## src/rtl/ds_pkg.sv

```systemverilog
package ds_pkg;

  typedef enum logic [1:0] {
    ST_IDLE   = 2'd0,
    ST_STROBE = 2'd1,
    ST_GAP    = 2'd2,
    ST_FIN    = 2'd3
  } ds_state_e;

  // True when beat 'beat' of a 'beats'-way split has to be issued.
  function automatic logic beat_wanted(input logic [3:0] be, input logic skip,
                                       input int beat, input int beats);
    int   per;
    logic hit;
    per = 4 / beats;
    hit = 1'b0;
    for (int k = 0; k < 4; k++) begin
      if ((k / per) == beat && be[k]) hit = 1'b1;
    end
    return !skip || hit;
  endfunction

  // First wanted beat at index 'from' or above; -1 when none is left.
  function automatic int next_beat(input logic [3:0] be, input logic skip,
                                   input int from, input int beats);
    int found;
    found = -1;
    for (int b = 3; b >= 0; b--) begin
      if (b >= from && b < beats && beat_wanted(be, skip, b, beats)) found = b;
    end
    return found;
  endfunction

endpackage

```

## src/rtl/ds_beat_seq.sv

```systemverilog
module ds_beat_seq
  import ds_pkg::*;
#(
  parameter int BEATS      = 2,
  parameter int BEAT_W     = 1,
  parameter int STROBE_CYC = 2,
  parameter int CNT_W      = 2
) (
  input  logic              clk,
  input  logic              rst_n,
  input  logic              start,
  input  logic [3:0]        be_in,
  input  logic              skip_in,
  output ds_state_e         state,
  output logic [BEAT_W-1:0] beat,
  output logic [3:0]        be_q,
  output logic              beat_done,
  output logic              xfer_done,
  output logic              skip_q
);

  localparam logic [CNT_W-1:0] LAST_CNT = CNT_W'(STROBE_CYC - 1);

  logic [CNT_W-1:0] cnt;
  int               first_nb;
  int               gap_nb;

  always_comb begin
    first_nb  = next_beat(be_in, skip_in, 0, BEATS);
    gap_nb    = next_beat(be_q, skip_q, int'(beat) + 1, BEATS);
    beat_done = (state == ST_STROBE) && (cnt == LAST_CNT);
    xfer_done = (state == ST_FIN);
  end

  always_ff @(posedge clk or negedge rst_n) begin
    if (!rst_n) begin
      state  <= ST_IDLE;
      beat   <= '0;
      cnt    <= '0;
      be_q   <= '0;
      skip_q <= 1'b0;
    end else begin
      case (state)
        ST_IDLE: begin
          if (start) begin
            be_q   <= be_in;
            skip_q <= skip_in;
            cnt    <= '0;
            if (first_nb < 0) begin
              state <= ST_FIN;
            end else begin
              beat  <= BEAT_W'(first_nb);
              state <= ST_STROBE;
            end
          end
        end
        ST_STROBE: begin
          if (beat_done) state <= ST_GAP;
          else           cnt   <= cnt + 1'b1;
        end
        ST_GAP: begin
          cnt <= '0;
          if (gap_nb < 0) begin
            state <= ST_FIN;
          end else begin
            beat  <= BEAT_W'(gap_nb);
            state <= ST_STROBE;
          end
        end
        default: state <= ST_IDLE;
      endcase
    end
  end

endmodule

```

## src/rtl/ds_slave_drive.sv

```systemverilog
module ds_slave_drive
  import ds_pkg::*;
#(
  parameter int SDW     = 16,
  parameter int BEAT_W  = 1,
  parameter int MADDR_W = 8
) (
  input  ds_state_e             state,
  input  logic [BEAT_W-1:0]     beat,
  input  logic                  rd_q,
  input  logic [MADDR_W-1:0]    addr_q,
  input  logic [31:0]           wdata_q,
  input  logic [3:0]            be_q,
  output logic                  s_cs,
  output logic                  s_rd,
  output logic                  s_wr,
  output logic [MADDR_W+BEAT_W-1:0] s_addr,
  output logic [SDW/8-1:0]      s_be,
  output logic [SDW-1:0]        s_wdata
);

  localparam int BEB = SDW / 8;

  always_comb begin
    s_cs    = (state == ST_STROBE);
    s_rd    = s_cs && rd_q;
    s_wr    = s_cs && !rd_q;
    s_addr  = {addr_q, beat};
    s_be    = be_q[beat*BEB +: BEB];
    s_wdata = wdata_q[beat*SDW +: SDW];
  end

endmodule

```

## src/rtl/ds_read_gather.sv

```systemverilog
module ds_read_gather #(
  parameter int SDW    = 16,
  parameter int BEAT_W = 1
) (
  input  logic              clk,
  input  logic              rst_n,
  input  logic              clear,
  input  logic              capture,
  input  logic [BEAT_W-1:0] beat,
  input  logic [SDW-1:0]    s_rdata,
  output logic [31:0]       word
);

  always_ff @(posedge clk or negedge rst_n) begin
    if (!rst_n)       word <= '0;
    else if (clear)   word <= '0;
    else if (capture) word[beat*SDW +: SDW] <= s_rdata;
  end

endmodule

```

## src/rtl/bus_downsizer.sv

```systemverilog
module bus_downsizer
  import ds_pkg::*;
#(
  parameter int SLV_DW     = 16,  // 16 or 8
  parameter int MADDR_W    = 8,
  parameter int STROBE_CYC = 2,
  localparam int BEATS     = 32 / SLV_DW,
  localparam int BEAT_W    = (BEATS > 1) ? $clog2(BEATS) : 1,
  localparam int SADDR_W   = MADDR_W + BEAT_W,
  localparam int SBE_W     = SLV_DW / 8
) (
  input  logic               clk,
  input  logic               rst_n,
  input  logic               skip_en,
  input  logic [MADDR_W-1:0] m_addr,
  input  logic               m_read,
  input  logic               m_write,
  input  logic [3:0]         m_be,
  input  logic [31:0]        m_wdata,
  output logic               m_waitreq,
  output logic [31:0]        m_rdata,
  output logic               m_rvalid,
  output logic               s_cs,
  output logic               s_rd,
  output logic               s_wr,
  output logic [SADDR_W-1:0] s_addr,
  output logic [SBE_W-1:0]   s_be,
  output logic [SLV_DW-1:0]  s_wdata,
  input  logic [SLV_DW-1:0]  s_rdata
);

  localparam int CNT_W = $clog2(STROBE_CYC + 1);

  ds_state_e          state;
  logic [BEAT_W-1:0]  beat;
  logic [3:0]         be_q;
  logic               skip_q;
  logic               beat_done;   // last strobe cycle of a beat
  logic               xfer_done;   // completion cycle of the access
  logic               accept;      // request taken this edge
  logic               rd_q;
  logic [MADDR_W-1:0] addr_q;
  logic [31:0]        wdata_q;

  assign accept = (state == ST_IDLE) && (m_read || m_write);

  always_ff @(posedge clk or negedge rst_n) begin
    if (!rst_n) begin
      rd_q    <= 1'b0;
      addr_q  <= '0;
      wdata_q <= '0;
    end else if (accept) begin
      rd_q    <= m_read;
      addr_q  <= m_addr;
      wdata_q <= m_wdata;
    end
  end

  ds_beat_seq #(
    .BEATS(BEATS), .BEAT_W(BEAT_W), .STROBE_CYC(STROBE_CYC), .CNT_W(CNT_W)
  ) u_seq (
    .clk(clk), .rst_n(rst_n), .start(accept), .be_in(m_be), .skip_in(skip_en),
    .state(state), .beat(beat), .be_q(be_q), .beat_done(beat_done),
    .xfer_done(xfer_done), .skip_q(skip_q)
  );

  ds_slave_drive #(
    .SDW(SLV_DW), .BEAT_W(BEAT_W), .MADDR_W(MADDR_W)
  ) u_drv (
    .state(state), .beat(beat), .rd_q(rd_q), .addr_q(addr_q),
    .wdata_q(wdata_q), .be_q(be_q), .s_cs(s_cs), .s_rd(s_rd), .s_wr(s_wr),
    .s_addr(s_addr), .s_be(s_be), .s_wdata(s_wdata)
  );

  ds_read_gather #(
    .SDW(SLV_DW), .BEAT_W(BEAT_W)
  ) u_gather (
    .clk(clk), .rst_n(rst_n), .clear(accept), .capture(beat_done && rd_q),
    .beat(beat), .s_rdata(s_rdata), .word(m_rdata)
  );

  assign m_waitreq = !xfer_done;
  assign m_rvalid  = xfer_done && rd_q;

endmodule

```

## config.mk

```make
export PLATFORM = sky130hd
export DESIGN_NAME = bus_downsizer
export DESIGN_NICKNAME = d
export VERILOG_FILES = /design/src/rtl/ds_pkg.sv /design/src/rtl/ds_beat_seq.sv /design/src/rtl/ds_slave_drive.sv /design/src/rtl/ds_read_gather.sv /design/src/rtl/bus_downsizer.sv
export SDC_FILE = /design/constraint.sdc
export NUM_CORES = 1
export LEC_CHECK = 0
export CORE_UTILIZATION = 30
export CTS_CLUSTER_DIAMETER = 30
export DETAILED_ROUTE_END_ITERATION = 8
export GPL_TIMING_DRIVEN = 0
export PLACE_DENSITY = 0.6
export SKIP_CTS_REPAIR_TIMING = 1
export SYNTH_ARGS = -nofsm -noshare
export SYNTH_HDL_FRONTEND = slang
export SYNTH_SLANG_ARGS = --single-unit
```

## constraint.sdc

```tcl
create_clock -name clk -period 2.2 [get_ports clk]
set_input_delay 0.66 -clock clk [delete_from_list [all_inputs] [get_ports clk]]
set_output_delay 0.66 -clock clk [all_outputs]
set_load 0.01 [all_outputs]
```

==> results of run 1 <==
==> power by group <==
group	internal [W]	total [W]	switching (W)	leakage, nW
Combinational	0.00241	0.00419	0.00178	1.30
Sequential	0.00218	0.00255	0.000367	1.04
Clock	0.000875	0.00149	0.000616	0.141
==> state kept, by name, summed over array words and instances, names as in the netlist <==
signal         flops
addr_q             8
rd_q               1
u_gather.word     32
u_seq.be_q         4
u_seq.beat         1
u_seq.cnt          2
u_seq.skip_q       1
u_seq.state        2
wdata_q           32
==> cell usage after synthesis, types with 2 or more instances <==
library cell / count / share of area [%]
sky130_fd_sc_hd__dfrtp_1: 83 / 54
sky130_fd_sc_hd__mux2_4: 35 / 14
sky130_fd_sc_hd__a21oi_1: 33 / 4.3
sky130_fd_sc_hd__nand3_1: 33 / 4.3
sky130_fd_sc_hd__mux2_2: 28 / 8.2
sky130_fd_sc_hd__o21ai_0: 26 / 3.4
sky130_fd_sc_hd__clkbuf_1: 10 / 0.98
sky130_fd_sc_hd__buf_2: 9 / 1.2
sky130_fd_sc_hd__o21ai_1: 9 / 1.2
sky130_fd_sc_hd__nand2_1: 6 / 0.59
sky130_fd_sc_hd__buf_6: 5 / 1.5
sky130_fd_sc_hd__buf_8: 3 / 1.2
sky130_fd_sc_hd__nor2_1: 3 / 0.29
sky130_fd_sc_hd__inv_1: 2 / 0.20
sky130_fd_sc_hd__nand2b_1: 2 / 0.33
==> cell usage in the layout, fill, tap and decap left out, types with 2 or more instances in the layout <==
cell type                         count
sky130_fd_sc_hd__clkdlybuf4s50_1    105
sky130_fd_sc_hd__dfrtp_1             83
sky130_fd_sc_hd__mux2_4              35
sky130_fd_sc_hd__nand3_1             33
sky130_fd_sc_hd__a21oi_1             33
sky130_fd_sc_hd__mux2_2              28
sky130_fd_sc_hd__o21ai_0             26
sky130_fd_sc_hd__clkbuf_2            17
sky130_fd_sc_hd__buf_4               12
sky130_fd_sc_hd__buf_6                9
sky130_fd_sc_hd__clkbuf_1             9
sky130_fd_sc_hd__o21ai_1              9
sky130_fd_sc_hd__clkbuf_16            9
sky130_fd_sc_hd__nand2_1              6
sky130_fd_sc_hd__buf_2                5
sky130_fd_sc_hd__buf_12               4
sky130_fd_sc_hd__dlymetal6s2s_1       4
sky130_fd_sc_hd__nor2_1               3
sky130_fd_sc_hd__buf_8                3
sky130_fd_sc_hd__clkinv_2             3
sky130_fd_sc_hd__inv_1                2
sky130_fd_sc_hd__clkinvlp_4           2
==> logic make-up (layout without fill, tap and decap cells) <==
group / count (synthesis) / in the layout
buffers and inverters: 31 / 187
adder cells (fa/ha/maj): 1 / 1
AND/OR/NAND/NOR: 55 / 55
flip-flops: 83 / 83
AO/OA/AOI/OAI: 76 / 76
multiplexers: 63 / 63
==> final cells by class <==
type / instances / area [um^2] / share of cell area (%)
Clock buffer: 9 / 225 / 3.93
Clock inverter: 7 / 68.8 / 1.20
Tap cell: 168 / 210 / 3.67
Sequential cell: 83 / 2080 / 36.3
Timing Repair Buffer: 140 / 1320 / 23.1
Multi-Input combinational cell: 195 / 1570 / 27.5
Inverter: 3 / 11.3 / 0.197
Buffer: 28 / 241 / 4.22
==> metrics by stage <==
step / hold slack, ns / total power [W] / setup slack (ns) / area [um^2]
finish: 0.308 / 0.00823 / 0.0185 / 5730
global route: 0.333 / 0.00873 / -0.0432 / 5730
CTS: 0.319 / 0.00825 / -0.815 / 5650
detailed placement: 0.484 / 0.00672 / -0.443 / 5350
global placement: 0.470 / 0.00663 / -2.56 / 5340
floorplan: 0.364 / 0.00492 / 0.359 / 3840
==> worst min path at each step <==
stage | startpoint | end | cells after the start
finish | rst_n | wdata_q[20] | 1
global route | rst_n | wdata_q[20] | 1
CTS | rst_n | wdata_q[20] | 1
detailed placement | u_seq.cnt[1] | u_seq.cnt[1] | 2
global placement | u_seq.cnt[1] | u_seq.cnt[1] | 2
floorplan | rst_n | addr_q[0] | 0
==> layer usage <==
| metal | vias to the layer above | global-route usage (%) |
|---|---|---|
| met2 | 84 | 26.5 |
| met3 | 15 | 3.95 |
| met4 | 0 | 6.32 |
| li1 | 1411 | - |
| met5 | - | 0 |
| met1 | 1493 | 20.3 |
==> metrics.txt, run 1 <==
# TYPE chip_impl_metric gauge
chip_impl_metric{name="timing.max_cap.violations",unit=""} 0
chip_impl_metric{name="route.antenna.remaining_nets",unit=""} 0
chip_impl_info{name="tritoncts",value="done"} 1
chip_impl_metric{name="insertion_delay",unit="ns"} 0.33
chip_impl_metric{name="clock-sinks",unit=""} 83
chip_impl_metric{name="io_buffers",unit=""} 128
chip_impl_metric{name="slowest_delay",unit="ns"} 0.38
chip_impl_metric{name="reg2reg_depth",unit=""} 5
chip_impl_metric{name="synthMuxAreaShare",unit="%"} 21.9
chip_impl_metric{name="p_leak",unit="nW"} 2.49
chip_impl_metric{name="synthAdderAreaFrac",unit="%"} 0.325
chip_impl_metric{name="yosys_register_bits",unit=""} 83
chip_impl_metric{name="drt-met1-wl",unit="mm"} 4.56
chip_impl_info{name="cp-start-kind",value="flip-flop"} 1
chip_impl_metric{name="p_per_area",unit="nW/um^2"} 1440
chip_impl_metric{name="starting_utilization_of_the_core_area",unit="%"} 31.4
chip_impl_metric{name="sequential_share_of_the_synthesized_area",unit="%"} 54.0
chip_impl_metric{name="fill_cells",unit=""} 1155
chip_impl_metric{name="final_critical_path_time_including_i_o_delays_and_setup",unit="ns"} 2.18
chip_impl_metric{name="synth_async_sr_flop_share",unit="%"} 100
chip_impl_metric{name="wirelength",unit="mm"} 10.3
chip_impl_metric{name="met3WireLength",unit="um"} 561
chip_impl_metric{name="hold_violations",unit=""} 0
chip_impl_metric{name="design.final.nets",unit=""} 526
chip_impl_metric{name="coreArea",unit="um^2"} 12300
chip_impl_metric{name="dr.pass1.iters",unit=""} 4
chip_impl_info{name="type_of_element_capturing_the_critical_path",value="output port"} 1
chip_impl_metric{name="die-area",unit="um^2"} 13300
chip_impl_metric{name="grt_overflow_total",unit=""} 0
chip_impl_metric{name="timing_limited_maximum_frequency",unit="MHz"} 458
chip_impl_metric{name="drc",unit=""} 0
chip_impl_metric{name="finalSetupTns",unit="ns"} 0
chip_impl_metric{name="syn_inst",unit=""} 309
chip_impl_metric{name="cp_num_cells",unit=""} 5
chip_impl_metric{name="max_slew_margin",unit="%"} 63.6
chip_impl_info{name="grt_setup_unrepaired",value="yes"} 1
chip_impl_metric{name="share_of_the_synthesized_area_in_compound_gates_ao_oa_aoi_oai",unit="%"} 10.8
chip_impl_metric{name="crit_path_max_fo",unit=""} 10
chip_impl_metric{name="final.period_utilization",unit="%"} 99.2
chip_impl_info{name="critical_path.endpoint",value="s_wdata[11]"} 1
chip_impl_metric{name="synthSimpleGateAreaFrac",unit="%"} 7.74
chip_impl_info{name="path_delay_family",value="buffers and inverters"} 1
chip_impl_metric{name="synth_edf_count",unit=""} 0
chip_impl_metric{name="grt_first_pass_wirelength",unit="mm"} 16.1
chip_impl_metric{name="maximum_number_of_pins_on_one_net_before_global_route_repair",unit=""} 43
chip_impl_info{name="synth_top_flop_cell",value="sky130_fd_sc_hd__dfrtp_1"} 1
chip_impl_info{name="rr_endpoint",value="u_gather.word[13]"} 1
chip_impl_metric{name="max_slew.worst_pin.slew",unit="ns"} 0.546
chip_impl_metric{name="placementRows",unit=""} 40
chip_impl_metric{name="grt_antenna_before_repair",unit=""} 0
chip_impl_metric{name="skew",unit="ns"} 0.00423
chip_impl_metric{name="layout-drive-gt1-share",unit="%"} 29.2
chip_impl_metric{name="postSynthAreaPerCell",unit="um^2"} 12.4
chip_impl_metric{name="syn2layout_area_growth",unit="%"} 48.9
chip_impl_metric{name="first_global_vias",unit=""} 3146
chip_impl_metric{name="detailed_route_wirelength_on_metal2",unit="mm"} 5.03
chip_impl_metric{name="num_antenna_cells",unit=""} 0
chip_impl_metric{name="dp.cells",unit=""} 606
chip_impl_metric{name="clock_path_buffers",unit=""} 2
chip_impl_metric{name="cts_max_level",unit=""} 3
chip_impl_metric{name="arrival",unit="ns"} 1.52
chip_impl_metric{name="cts-buffers-inserted",unit=""} 9
chip_impl_metric{name="dp_hpwl",unit="mm"} 7.34
chip_impl_info{name="worst_hold_path_type",value="in2async"} 1
chip_impl_metric{name="floorplan.io_pins",unit=""} 129
chip_impl_metric{name="critical_path_required",unit="ns"} 1.54
chip_impl_metric{name="syn_nets",unit=""} 375
chip_impl_info{name="top_layer",value="met4"} 1
chip_impl_metric{name="grt.total_usage",unit="%"} 16.1
chip_impl_metric{name="ys_types",unit=""} 37
chip_impl_info{name="root_buffer",value="sky130_fd_sc_hd__clkbuf_16"} 1
chip_impl_metric{name="via_count",unit=""} 3003
chip_impl_metric{name="routability_cong",unit=""} 0.756
chip_impl_info{name="critical_path.cell_chain",value="buf_6 > buf_4 > buf_12 > mux2_2 > clkbuf_2"} 1
chip_impl_metric{name="detailed_route_iter0_violations",unit=""} 142
chip_impl_metric{name="synthesis.area",unit="um^2"} 3840
chip_impl_metric{name="die_height",unit="um"} 115
chip_impl_info{name="run_status",value="completed"} 1
chip_impl_metric{name="chipWidth",unit="um"} 115
chip_impl_metric{name="avgViaCountPerCell",unit=""} 4.74
chip_impl_metric{name="fin_util",unit="%"} 46.7
chip_impl_metric{name="reg2reg_setup_slack",unit="ns"} 0.47
chip_impl_metric{name="path_clk_slew",unit="ns"} 0.06
chip_impl_metric{name="synth_xor_area_share",unit="%"} 0
chip_impl_metric{name="path_buf_inv",unit=""} 4
chip_impl_info{name="criticalPathCategory",value="reg2out"} 1
chip_impl_info{name="main_combinational_cell_family_by_area_after_synthesis",value="multiplexers"} 1
chip_impl_metric{name="final_slew_viol_count",unit=""} 0
chip_impl_metric{name="yosysWarnings",unit=""} 0
chip_impl_info{name="cp_slowest_cell",value="sky130_fd_sc_hd__dfrtp_1"} 1
chip_impl_metric{name="wl_per_cell",unit="um"} 16.3
chip_impl_metric{name="post_layout_nonfiller_instances",unit=""} 633
chip_impl_info{name="startpoint",value="u_seq.beat"} 1
chip_impl_metric{name="vdd_drop_max",unit="mV"} 0.557
chip_impl_metric{name="finalSetupViolCount",unit=""} 0
chip_impl_info{name="critical_path.reg2reg.startpoint",value="u_seq.cnt[0]"} 1
Note: power is estimated with default switching activity, not from simulation.
==> run 2: changes to the inputs <==
- REMOVE_ABC_BUFFERS: not set -> 1
==> run 2 against run 1 <==
Compared with the run above:
- sequential power is essentially flat
- global-route usage shrank 1.9 points
- sequential share of layout area grew 0.37 points
- critical path type unchanged
- highest routed layer unchanged
==> metrics.txt, run 2 (synthesized netlist as in run 1, its figures left out) <==
# TYPE chip_impl_metric gauge
chip_impl_info{name="run_status",value="completed"} 1
chip_impl_metric{name="design.final.nets",unit=""} 500
chip_impl_metric{name="placementRows",unit=""} 40
chip_impl_metric{name="wl_per_cell",unit="um"} 15.7
chip_impl_metric{name="insertion_delay",unit="ns"} 0.34
chip_impl_metric{name="critical_path_required",unit="ns"} 1.54
chip_impl_metric{name="clock-sinks",unit=""} 83
chip_impl_metric{name="grt.total_usage",unit="%"} 14.2
chip_impl_metric{name="avgViaCountPerCell",unit=""} 4.82
chip_impl_metric{name="cts_max_level",unit=""} 3
chip_impl_metric{name="dp_hpwl",unit="mm"} 5.96
chip_impl_info{name="type_of_element_capturing_the_critical_path",value="output port"} 1
chip_impl_metric{name="maximum_number_of_pins_on_one_net_before_global_route_repair",unit=""} 68
chip_impl_metric{name="dr.pass1.iters",unit=""} 4
chip_impl_metric{name="cts-buffers-inserted",unit=""} 9
chip_impl_metric{name="final_critical_path_time_including_i_o_delays_and_setup",unit="ns"} 2.16
chip_impl_metric{name="arrival",unit="ns"} 1.50
chip_impl_metric{name="grt_first_pass_wirelength",unit="mm"} 14.4
chip_impl_info{name="biggestRegsByFlops",value="u_gather.word (32), wdata_q (32), addr_q (8)"} 1
chip_impl_metric{name="num_antenna_cells",unit=""} 0
chip_impl_metric{name="timing_limited_maximum_frequency",unit="MHz"} 463
chip_impl_info{name="cp-start-kind",value="flip-flop"} 1
chip_impl_metric{name="grt_antenna_before_repair",unit=""} 0
chip_impl_info{name="grt_setup_unrepaired",value="no"} 1
chip_impl_info{name="root_buffer",value="sky130_fd_sc_hd__clkbuf_16"} 1
chip_impl_metric{name="routability_cong",unit=""} 0.699
chip_impl_metric{name="die_height",unit="um"} 115
chip_impl_info{name="tritoncts",value="done"} 1
chip_impl_metric{name="max_slew.worst_pin.slew",unit="ns"} 0.724
chip_impl_metric{name="p_per_area",unit="nW/um^2"} 1410
chip_impl_metric{name="skew",unit="ns"} 0.00526
chip_impl_metric{name="route.antenna.remaining_nets",unit=""} 0
chip_impl_metric{name="fill_cells",unit=""} 1147
chip_impl_metric{name="drc",unit=""} 0
chip_impl_metric{name="via_count",unit=""} 2924
chip_impl_metric{name="multi_input_area",unit="um^2"} 1580
chip_impl_metric{name="starting_utilization_of_the_core_area",unit="%"} 31.4
chip_impl_metric{name="hold_ws",unit="ns"} 0.296
chip_impl_metric{name="chipWidth",unit="um"} 115
chip_impl_metric{name="max_slew_margin",unit="%"} 51.8
chip_impl_metric{name="layout-drive-gt1-share",unit="%"} 23.5
chip_impl_metric{name="finalSetupViolCount",unit=""} 0
chip_impl_metric{name="io_buffers",unit=""} 128
chip_impl_metric{name="final_slew_viol_count",unit=""} 0
chip_impl_metric{name="detailed_route_iter0_violations",unit=""} 140
chip_impl_metric{name="finalSetupTns",unit="ns"} 0
chip_impl_metric{name="hold_violations",unit=""} 0
chip_impl_metric{name="crit_path_max_fo",unit=""} 12
chip_impl_metric{name="fin_util",unit="%"} 46.4
chip_impl_metric{name="report.power.total",unit="W"} 0.00803
chip_impl_metric{name="timing.max_cap.violations",unit=""} 0
chip_impl_metric{name="path_clk_slew",unit="ns"} 0.06
chip_impl_metric{name="die-area",unit="um^2"} 13300
chip_impl_metric{name="syn2layout_area_growth",unit="%"} 47.9
chip_impl_metric{name="vdd_drop_max",unit="mV"} 0.578
chip_impl_info{name="layout_commonest_cell",value="sky130_fd_sc_hd__clkdlybuf4s50_1"} 1
chip_impl_metric{name="coreArea",unit="um^2"} 12300
chip_impl_metric{name="final.period_utilization",unit="%"} 98.2
chip_impl_metric{name="layout.area.seq",unit="um^2"} 2080
chip_impl_info{name="criticalPathCategory",value="reg2out"} 1
chip_impl_metric{name="first_global_vias",unit=""} 2932
chip_impl_info{name="worst_hold_path_type",value="in2async"} 1
chip_impl_metric{name="wirelength",unit="mm"} 9.51
chip_impl_metric{name="floorplan.io_pins",unit=""} 129
chip_impl_metric{name="grt_overflow_total",unit=""} 0
chip_impl_metric{name="clock_path_buffers",unit=""} 2
chip_impl_metric{name="p_leak",unit="nW"} 2.55
chip_impl_info{name="final_cell_mix",value="sky130_fd_sc_hd__clkdlybuf4s50_1, sky130_fd_sc_hd__dfrtp_1, sky130_fd_sc_hd__mux2_4, sky130_fd_sc_hd__nand3_1, sky130_fd_sc_hd__a21oi_1"} 1
run 2: cell type report:
type                            instances  area share [%]
Clock buffer                           11            4.09
Clock inverter                          5           0.946
Inverter                                3           0.198
Multi-Input combinational cell        196            27.8
Sequential cell                        83            36.6
Tap cell                              168            3.70
Timing Repair Buffer                  141            26.6
run 2: worst paths after layout:
| path | startpoint | end | slack, ns | depth (start not counted) |
|---|---|---|---|---|
| max | u_seq.state[0] | m_waitreq | 0.04 | 3 |
| min | rst_n | u_gather.word[7] | 0.30 | 1 |
| max reg2reg | u_seq.state[0] | u_seq.be_q[3] | 0.14 | 4 |
| min reg2reg | u_seq.cnt[1] | u_seq.cnt[1] | 0.50 | 2 |
| max in group asynchronous | rst_n | wdata_q[31] | 1.30 | 2 |
| min in group clk | u_seq.cnt[1] | u_seq.cnt[1] | 0.50 | 2 |
run 2: stage by stage:
stage	cells	cell area [um^2]	setup WS, ns
global placement	577	5140	-2.62
global route	607	5690	0.00108
CTS	595	5480	-0.582
finish	607	5690	0.0403
floorplan	281	3650	-0.0959
detailed placement	579	5190	-0.496
run 2: report_power, final:
| part | switching (W) | internal (W) | total [W] |
|---|---|---|---|
| clock network | 0.000583 | 0.000875 | 0.00146 |
| registers | 0.000371 | 0.00219 | 0.00256 |
| logic | 0.00165 | 0.00235 | 0.00400 |
run 2: critical path: stages, from the launching register on:
cell	delay [ns]
sky130_fd_sc_hd__dfrtp_2	0.43
sky130_fd_sc_hd__buf_6	0.15
sky130_fd_sc_hd__nand2_1	0.06
sky130_fd_sc_hd__clkdlybuf4s50_1	0.52
run 2: per-layer routing:
layer  wire length (um)  track usage [%]  up-vias  part of all wire [%]
li1                   -                -     1359                     -
met1               4320             17.3     1469                    45
met2               4540             23.5       84                    48
met3                522             3.69       12                   5.5
met4                136             6.75        0                   1.4
met5                  0                0        -                     0
